### src/rtl/rstCausePkg.sv
package rstCausePkg;
  localparam int CAUSE_N   = 5;
  localparam int STAT_W    = 16;
  localparam int CAUSE_LSB = 2;   // power-on cause sits at bit 2, others follow upward
  localparam int REQ_N     = CAUSE_N - 1;  // requests arbitrated after power-on

  typedef enum logic [2:0] {
    CAUSE_POR = 3'd0,
    CAUSE_EXT = 3'd1,
    CAUSE_LOR = 3'd2,
    CAUSE_TOR = 3'd3,
    CAUSE_SW  = 3'd4
  } causeE;

  typedef struct packed {
    logic  load;
    causeE sel;
  } strobeT;
endpackage

### src/rtl/rstCauseSync.sv
module rstCauseSync #(
  parameter int STAGES = 2
) (
  input  logic clk,
  input  logic rstAsync,
  input  logic dIn,
  output logic dOut
);
  logic [STAGES-1:0] chain;

  always_ff @(posedge clk or posedge rstAsync) begin
    if (rstAsync) chain <= '0;
    else          chain <= {chain[STAGES-2:0], dIn};
  end

  assign dOut = chain[STAGES-1];
endmodule

### src/rtl/rstCauseCtrl.sv
module rstCauseCtrl
  import rstCausePkg::*;
(
  input  logic   clk,
  input  logic   porReq,
  input  logic   extSync,
  input  logic   lorReq,
  input  logic   torReq,
  input  logic   swReq,
  output strobeT strobe
);
  // index 0 has the highest precedence
  logic [REQ_N-1:0] reqNow;
  logic [REQ_N-1:0] reqPrev;
  logic [REQ_N-1:0] reqRise;

  assign reqNow  = {swReq, torReq, lorReq, extSync};
  assign reqRise = reqNow & ~reqPrev;

  always_ff @(posedge clk or posedge porReq) begin
    if (porReq) reqPrev <= '0;
    else        reqPrev <= reqNow;
  end

  always_comb begin
    strobe.load = |reqRise;
    strobe.sel  = CAUSE_SW;
    for (int i = REQ_N - 1; i >= 0; i--) begin
      if (reqRise[i]) strobe.sel = causeE'(3'(i + 1));
    end
  end
endmodule

### src/rtl/rstCauseDatapath.sv
module rstCauseDatapath
  import rstCausePkg::*;
(
  input  logic              clk,
  input  logic              porReq,
  input  strobeT            strobe,
  input  logic              rdEn,
  output logic [STAT_W-1:0] rdData,
  output logic              vecSelWdog
);
  logic [CAUSE_N-1:0] causeOneHot;
  logic [STAT_W-1:0]  statWord;

  always_ff @(posedge clk or posedge porReq) begin
    if (porReq)           causeOneHot <= CAUSE_N'(1) << CAUSE_POR;
    else if (strobe.load) causeOneHot <= CAUSE_N'(1) << strobe.sel;
  end

  always_comb begin
    statWord = '0;
    statWord[CAUSE_LSB +: CAUSE_N] = causeOneHot;
  end

  assign rdData     = rdEn ? statWord : '0;
  assign vecSelWdog = causeOneHot[CAUSE_LOR] | causeOneHot[CAUSE_TOR];
endmodule

### src/rtl/rstCauseCapture.sv
module rstCauseCapture
  import rstCausePkg::*;
#(
  parameter int SYNC_STAGES = 2
) (
  input  logic              clk,
  input  logic              porReq,
  input  logic              extPinReq,
  input  logic              lorReq,
  input  logic              torReq,
  input  logic              swReq,
  input  logic              rdEn,
  output logic [STAT_W-1:0] rdData,
  output logic              vecSelWdog
);
  logic   extSync;
  strobeT strobe;

  rstCauseSync #(.STAGES(SYNC_STAGES)) sync_i (
    .clk(clk), .rstAsync(porReq), .dIn(extPinReq), .dOut(extSync)
  );

  rstCauseCtrl ctrl_i (
    .clk(clk), .porReq(porReq), .extSync(extSync),
    .lorReq(lorReq), .torReq(torReq), .swReq(swReq), .strobe(strobe)
  );

  rstCauseDatapath dp_i (
    .clk(clk), .porReq(porReq), .strobe(strobe),
    .rdEn(rdEn), .rdData(rdData), .vecSelWdog(vecSelWdog)
  );
endmodule

### config.mk
export PLATFORM = sky130hd
export DESIGN_NAME = rstCauseCapture
export DESIGN_NICKNAME = d
export VERILOG_FILES = /design/src/rtl/rstCausePkg.sv /design/src/rtl/rstCauseSync.sv /design/src/rtl/rstCauseCtrl.sv /design/src/rtl/rstCauseDatapath.sv /design/src/rtl/rstCauseCapture.sv
export SDC_FILE = /design/constraint.sdc
export NUM_CORES = 1
export LEC_CHECK = 0
export BUFFER_PORTS_ARGS = -buffer_cell sky130_fd_sc_hd__buf_2
export CORE_ASPECT_RATIO = 1.1
export CORE_MARGIN = 8
export CORE_UTILIZATION = 30
export DETAILED_ROUTE_END_ITERATION = 16
export PLACE_DENSITY_LB_ADDON = 0.2
export SETUP_SLACK_MARGIN = 0.2
export SLEW_MARGIN = 20
export SYNTH_ARGS = -nofsm -noshare
export SYNTH_HDL_FRONTEND = slang
export SYNTH_HIERARCHICAL = 1
export SYNTH_SLANG_ARGS = --single-unit
### constraint.sdc
create_clock -name clk -period 1.5 [get_ports clk]
set_clock_uncertainty 0.15 [all_clocks]
set_input_delay 0.225 -clock clk [delete_from_list [all_inputs] [get_ports clk]]
set_output_delay 0.225 -clock clk [all_outputs]
set_load 0.05 [all_outputs]
==> results of run 1 <==
## layout by cell type (no fill, tap or decap)
cell	synthesis	layout
buf_8	0	2
inv_2	0	2
clkbuf_1	0	1
nand2b_4	3	4
buf_2	0	6
o22ai_1	2	1
nand2b_1	2	1
buf_4	11	6
a21boi_4	0	1
dfrtp_1	10	10
dlygate4sd3_1	0	5
conb_1	1	11
nor3b_1	1	1
clkbuf_4	0	3
o22ai_2	0	1
o21ai_4	0	1
o32ai_2	0	2
mux2_4	0	1
inv_1	8	6
dfstp_2	1	1
and2_4	0	5
and2b_1	1	1
buf_6	0	6
o2111ai_4	0	1
and3_4	0	1
nand2_2	0	2
## cell usage after synthesis
cell type  count  area (µm²)
mux2_2         1        11.3
conb_1         1        3.75
nand2_1        2        7.51
and3_1         1        6.26
a21boi_1       1        7.51
nand2b_1       2        12.5
o2111ai_1      1        8.76
o21ai_2        1        8.76
nand2b_4       3        41.3
inv_1          8        30.0
and2_1         5        31.3
and2b_1        1        7.51
o32ai_1        2        17.5
buf_4         11        82.6
dfstp_2        1        26.3
dfrtp_1       10         250
o22ai_1        2        12.5
nor3b_1        1        7.51
## worst reg2reg max path: stages, from the launching register on
cell	delay (ns)
dfrtp_1	0.37
nand2b_4	0.17
and3_4	0.20
nor3b_1	0.13
mux2_4	0.25
## flip-flops by register name (all words and copies together), names as in the netlist
signal	count
dp_i/causeOneHot	5
sync_i/chain	2
ctrl_i/reqPrev	4
## per-stage QoR
stage	total power [mW]	instances	hold slack (ns)
after global routing	0.855	100	0.229
final	0.812	100	0.206
after floorplan	0.519	64	-0.184
after detailed placement	0.532	83	-0.0481
after global placement	0.530	83	-0.0514
after CTS	0.798	97	0.209
## report_power, final
part	total [mW]	internal (mW)	leakage, nW	switching [mW]
combinational	0.288	0.116	0.300	0.172
clock	0.192	0.103	0.0150	0.0894
sequential	0.332	0.320	0.134	0.0120
## metal layers
metal  global-route usage  wire length [µm]
met5                    0                 0
met4               0.0210                 0
met3               0.0432               104
met2                0.132               668
met1               0.0571               447
## logic make-up (layout without fill, tap and decap cells)
kind of cell           after synthesis  after routing  share of synthesized area
other                                1             11                    0.00654
flip-flops                          11             11                      0.483
AO/OA/AOI/OAI                        7              7                     0.0961
AND/OR/NAND/NOR                     15             15                      0.199
buffers and inverters               19             37                      0.197
multiplexers                         1              1                     0.0196
## path summary, 6_finish.rpt
path,endpoint,cells after the start,startpoint,slack (ns)
setup / recovery,rdData[2],2,dp_i/causeOneHot[0]$_DFFE_PP1P_,0.05
hold / removal,sync_i/chain[1]$_DFF_PP0_,0,sync_i/chain[0]$_DFF_PP0_,0.21
setup reg to reg,dp_i/causeOneHot[4]$_DFFE_PP0P_,4,ctrl_i/reqPrev[1]$_DFF_PP0_,0.12
hold reg to reg,sync_i/chain[1]$_DFF_PP0_,0,sync_i/chain[0]$_DFF_PP0_,0.21
max in group asynchronous,dp_i/causeOneHot[0]$_DFFE_PP1P_,3,porReq,0.70
min in group asynchronous,sync_i/chain[1]$_DFF_PP0_,3,porReq,0.23
## final cells by class
cell class                      count  area (µm²)  share of cell area
Clock buffer                        4        26.3              0.0295
Sequential cell                    11         277               0.310
Timing Repair Buffer               25         223               0.250
Tap cell                           18        22.5              0.0253
Inverter                            8        30.0              0.0337
Multi-Input combinational cell     34         313               0.351
## timing repair
action                                 4_1_cts  5_1_grt
resized for setup                           24        9
cloned                                       0        0
endpoints found under the hold margin       15        0
buffers inserted                             5        3
setup endpoints to repair                    9       11
pin swaps                                    4        5
hold buffers                                 5        0
==> summary.md, run 1 <==
| Metric | Value |
|---|---|
| H-tree depth | `1` |
| Hold Path Class | `reg -> reg` |
| Area grow syn2layout | `55.5%` |
| Setup ws final | `0.0541 ns` |
| First-pass GRT wire length | `1820 µm` |
| Vias | `~430` |
| Setup TNS | `0 ns` |
| Req. time, crit path | `around 1.1 ns` |
| Layout cells sized above 1 | `0.549` |
| Crit path DAT | `1.07 ns` |
| Setup violations, final | `0` |
| Final hold vios | `0` |
| Drt total wl | `1220 µm` |
| Unrepaired setup endpoints after global routing | `true` |
| Startpoint types | `register` |
| Antenna viol nets, final | `0` |
| Die footprint | `3570 µm²` |
| Mapped Cells | `54` |
| Power Dens Cells | `912 nW/µm²` |
| Core Util, Final | `0.500` |
| IO Pins | `24` |
| Area post-placement | `626 µm²` |
| Final period utilization | `0.964` |
| Die W | `57.7 µm` |
| Clock latency on the worst-skew pair | `between 0.2 and 0.3 ns` |
| FP Rows | `16` |
| #FFs+latches synth | `11` |
| Via density | `4.25` |
| Clock Sinks | `11` |
| Number of port buffers | `12` |
| Max Buffers Root-to-Sink | `2` |
| Max VDD drop | `just under 0.0006 V` |
| CORE AREA | `between 1500 and 2000 µm²` |
| Maxcap violations | `0` |
| Die Height | `61.8 µm` |
| Mapped Area | `573 µm²` |
| Number of diodes | `0` |
| Pre-CTS setup slack | `0.145 ns` |
| Gr usage total | `0.0683` |
| CTS Buf Count | `3` |
| Average size of a mapped cell | `10.6 µm²` |
| Distinct cells, synth | `18` |
| Drt drc | `0` |
| Drt first-iter violations | `1` |
| Post-DP HPWL | `834 µm` |
| Achievable frequency | `692 MHz` |
| Nets | `90` |
| Crit path capture type | `output pin` |
| Ys Warns | `6` |
| Gpl congestion | `0.745` |
| Largest net degree at the start of global routing | `8` |
| Wirelength per Cell | `12.2 µm` |
| Crit path largest cell delay | `0.53 ns` |
| Initial antenna violation count | `0` |
| Slowest CP cell | `dfstp_2` |
| Initial DRT Pass Iterations | `2` |
| Top Family by Delay on Critical Path | `flip-flops` |
| Total gr overflow | `0` |
| Clock-pin slew on the worst setup and hold paths | `0.06 ns` |
| Final min period | `1.45 ns` |
| Worst Path Max Fanout | `2` |
| Initial Util | `0.322` |
| CTS tree | `done` |
| Root buf cell | `clkbuf_4` |
| Static Leakage | `0.449 nW` |
| Vias in the first global route | `435` |
| Seq/Total Area, Yosys | `0.483` |
| Cell Chain, Critical Path | `and2_4 -> buf_8` |
| Status | `complete, no violations` |
| Bufs and invs on worst path | `1` |
| Final Max Tran Viols | `0` |
| Cell area after layout | `891 µm²` |
| Fill cell count | `169` |
| WS Path Type | `reg -> out` |
Power figures use the tool's default switching activity.
==> inputs of run 2 (changes only) <==
Settings changed: BUFFER_PORTS_ARGS -buffer_cell sky130_fd_sc_hd__buf_2 to -buffer_cell sky130_fd_sc_hd__clkbuf_2.
==> run 2 against run 1 <==
  * Wire length up 6.5%
  * Final area grew 8.7%
  * Die area did not move
  * Sequential share of layout area shrank 2.5 points
  * Setup slack worse by 0.018 ns
  * Critical endpoint unchanged
==> summary.md, run 2 (same netlist as run 1, synthesis figures left out) <==
| Metric | Value |
|---|---|
| Die W | `57.7 µm (unchanged)` |
| CTS Buf Count | `3 (unchanged)` |
| Net Sw Power | `0.297 mW (was 0.273 mW)` |
| FP Rows | `16 (unchanged)` |
| Gpl congestion | `0.745 (about the same)` |
| Initial antenna violation count | `0 (unchanged)` |
| Status | `complete, no violations (unchanged)` |
| Unrepaired setup endpoints after global routing | `true (unchanged)` |
| Worst Hold Launch | `sync_i/chain[0]$_DFF_PP0_ (unchanged)` |
| Reg2reg path depth | `4 (unchanged)` |
| Internal power | `0.561 mW (was 0.539 mW)` |
| Via density | `4.39 (was 4.25)` |
| Hold Path Class | `reg -> reg (unchanged)` |
| Number of diodes | `0 (unchanged)` |
| Number of port buffers | `12 (unchanged)` |
| WS Path Type | `reg -> out (unchanged)` |
| Drt drc | `0 (unchanged)` |
| H-tree depth | `1 (unchanged)` |
| Antenna viol nets, final | `0 (unchanged)` |
| Post-DP HPWL | `848 µm (was 834 µm)` |
| Final hold vios | `0 (unchanged)` |
| Largest registers | `dp_i/causeOneHot: 5 flops, ctrl_i/reqPrev: 4 flops, sync_i/chain: 2 flops (unchanged)` |
| Setup ws final | `0.0362 ns (was 0.0541 ns)` |
| R2R Path Start | `ctrl_i/reqPrev[1]$_DFF_PP0_ (unchanged)` |
| Vias in the first global route | `433 (was 435)` |
| Fill cell count | `161 (was 169)` |
| Met3 Use GR | `0.0391 (was 0.0432)` |
| IO Pins | `24 (unchanged)` |
| Largest register FFs | `5 (unchanged)` |
| Overall Power | `0.858 mW (was 0.812 mW)` |
| Area grow syn2layout | `69.0% (was 55.5%)` |
| Layout cells sized above 1 | `0.602 (was 0.549)` |
| Maxcap violations | `0 (unchanged)` |
| Logic pwr share | `0.387 (was 0.354)` |
| Clock-pin slew on the worst setup and hold paths | `0.07 ns (was 0.06 ns)` |
| Met2 Use GR | `0.122 (was 0.132)` |
| Total gr overflow | `0 (unchanged)` |
| Clock Sinks | `11 (unchanged)` |
| Wirelength per Cell | `12.9 µm (was 12.2 µm)` |
| Worst Path Max Fanout | `2 (unchanged)` |
| CTS tree | `done (unchanged)` |
| Power Dens Cells | `886 nW/µm² (was 912 nW/µm²)` |
| Non-Filler Instances | `101 (was 100)` |
| Crit path DAT | `1.09 ns (was 1.07 ns)` |
| Initial DRT Pass Iterations | `2 (unchanged)` |
| Clock network power share | `0.226 (was 0.237)` |
| Startpoint types | `register (unchanged)` |
| Gr usage total | `0.0674 (was 0.0683)` |
| Met1 GRT Util | `0.0607 (was 0.0571)` |
| CORE AREA | `1780 µm² (unchanged)` |
| Max VDD drop | `0.000539 V (was 0.000592 V)` |
| Req. time, crit path | `1.12 ns (about the same)` |
| Crit path capture type | `output pin (unchanged)` |
| Nets | `91 (was 90)` |
| Commonest non-fill, non-tap cells in the layout | `conb_1, dfrtp_1, inv_1, clkbuf_2 (was conb_1, dfrtp_1)` |
| Final period utilization | `0.976 (was 0.964)` |
| Worst Hold Depth | `0 (unchanged)` |
| FF-to-FF setup slack | `0.07 ns (was 0.12 ns)` |
| Largest net degree at the start of global routing | `8 (unchanged)` |
| GR peak layer | `met2 (unchanged)` |
| Final min period | `1.46 ns (was 1.45 ns)` |
| Setup violations, final | `0 (unchanged)` |
| Hold Path End | `sync_i/chain[1]$_DFF_PP0_ (unchanged)` |
| Die footprint | `3570 µm² (unchanged)` |
| Max Buffers Root-to-Sink | `2 (unchanged)` |
| Switching share of power | `0.346 (was 0.337)` |
| Die Height | `61.8 µm (unchanged)` |
| Static Leakage | `0.480 nW (was 0.449 nW)` |
| Reg with most FFs | `dp_i/causeOneHot (unchanged)` |
| Pre-CTS setup slack | `0.136 ns (was 0.145 ns)` |
| Initial Util | `0.322 (unchanged)` |
| Clock latency on the worst-skew pair | `0.26 ns (about the same)` |
| Vias | `443 (was 425)` |
| Root buf cell | `clkbuf_4 (unchanged)` |
| Placed Cells | `83 (unchanged)` |
| Commonest non-fill, non-tap cell in the layout | `conb_1 (unchanged)` |
| Setup TNS | `0 ns (unchanged)` |
| Seq pwr share | `0.387 (was 0.409)` |
| Reg2reg end | `dp_i/causeOneHot[4]$_DFFE_PP0P_ (unchanged)` |
| Drt total wl | `1300 µm (was 1220 µm)` |
| First-pass GRT wire length | `1830 µm (was 1820 µm)` |
| Achievable frequency | `683 MHz (was 692 MHz)` |
| Final Max Tran Viols | `0 (unchanged)` |
| Drt first-iter violations | `2 (was 1)` |
## run 2: worst max path at each step
stage	startpoint	endpoint	cells past startpoint
3_5_place_dp	sync_i/chain[1]$_DFF_PP0_	dp_i/causeOneHot[4]$_DFFE_PP0P_	4
6_report	dp_i/causeOneHot[0]$_DFFE_PP1P_	rdData[2]	2
4_1_cts	dp_i/causeOneHot[0]$_DFFE_PP1P_	rdData[2]	2
2_1_floorplan	ctrl_i/reqPrev[0]$_DFF_PP0_	dp_i/causeOneHot[4]$_DFFE_PP0P_	4
3_3_place_gp	ctrl_i/reqPrev[0]$_DFF_PP0_	dp_i/causeOneHot[4]$_DFFE_PP0P_	4
5_1_grt	dp_i/causeOneHot[0]$_DFFE_PP1P_	rdData[2]	2
## run 2: through the flow
step / hold WS [ns] / instance area [µm²] / utilization
floorplan: -0.184 / 626 / -
global placement: -0.0622 / 626 / 0.351
detailed placement: -0.0549 / 626 / 0.351
CTS: 0.205 / 840 / 0.471
global route: 0.227 / 968 / 0.544
finish: 0.208 / 968 / 0.544
## run 2: per-layer routing
layer | wire (µm) | vias to the layer above
met5 | 0 | -
met4 | 19 | 0
met3 | 112 | 2
met2 | 713 | 16
met1 | 454 | 212
li1 | - | 213
## run 2: power groups by stage
stage,logic (mW),clock network [mW],registers [mW]
4_1_cts,0.262,0.204,0.332
2_1_floorplan,0.186,0,0.333
6_report,0.332,0.194,0.333
5_1_grt,0.352,0.218,0.336
3_3_place_gp,0.195,0,0.336
3_5_place_dp,0.196,0,0.336
## run 2: cell type report
| cell class | count | area (µm²) | area share |
|---|---|---|---|
| Sequential cell | 11 | 277 | 0.286 |
| Multi-Input combinational cell | 34 | 349 | 0.360 |
| Timing Repair Buffer | 26 | 263 | 0.271 |
| Tap cell | 18 | 22.5 | 0.0233 |
| Clock buffer | 3 | 22.5 | 0.0233 |
| Clock inverter | 1 | 5.00 | 0.00517 |
| Inverter | 8 | 30.0 | 0.0310 |
## run 2: worst max-delay path, cell delays in order, from the launching register on
cell and delay [ns]:
dfstp_2 0.53, and2_4 0.14, clkbuf_16 0.15
## run 2: what timing repair did
action                     in CTS  in global routing
setup endpoints to repair       9                 11
pin swaps                       5                  7
resized for setup              22                 22
buffers inserted                4                  5
hold buffers                    5                  0
hold endpoints to repair       15                  0
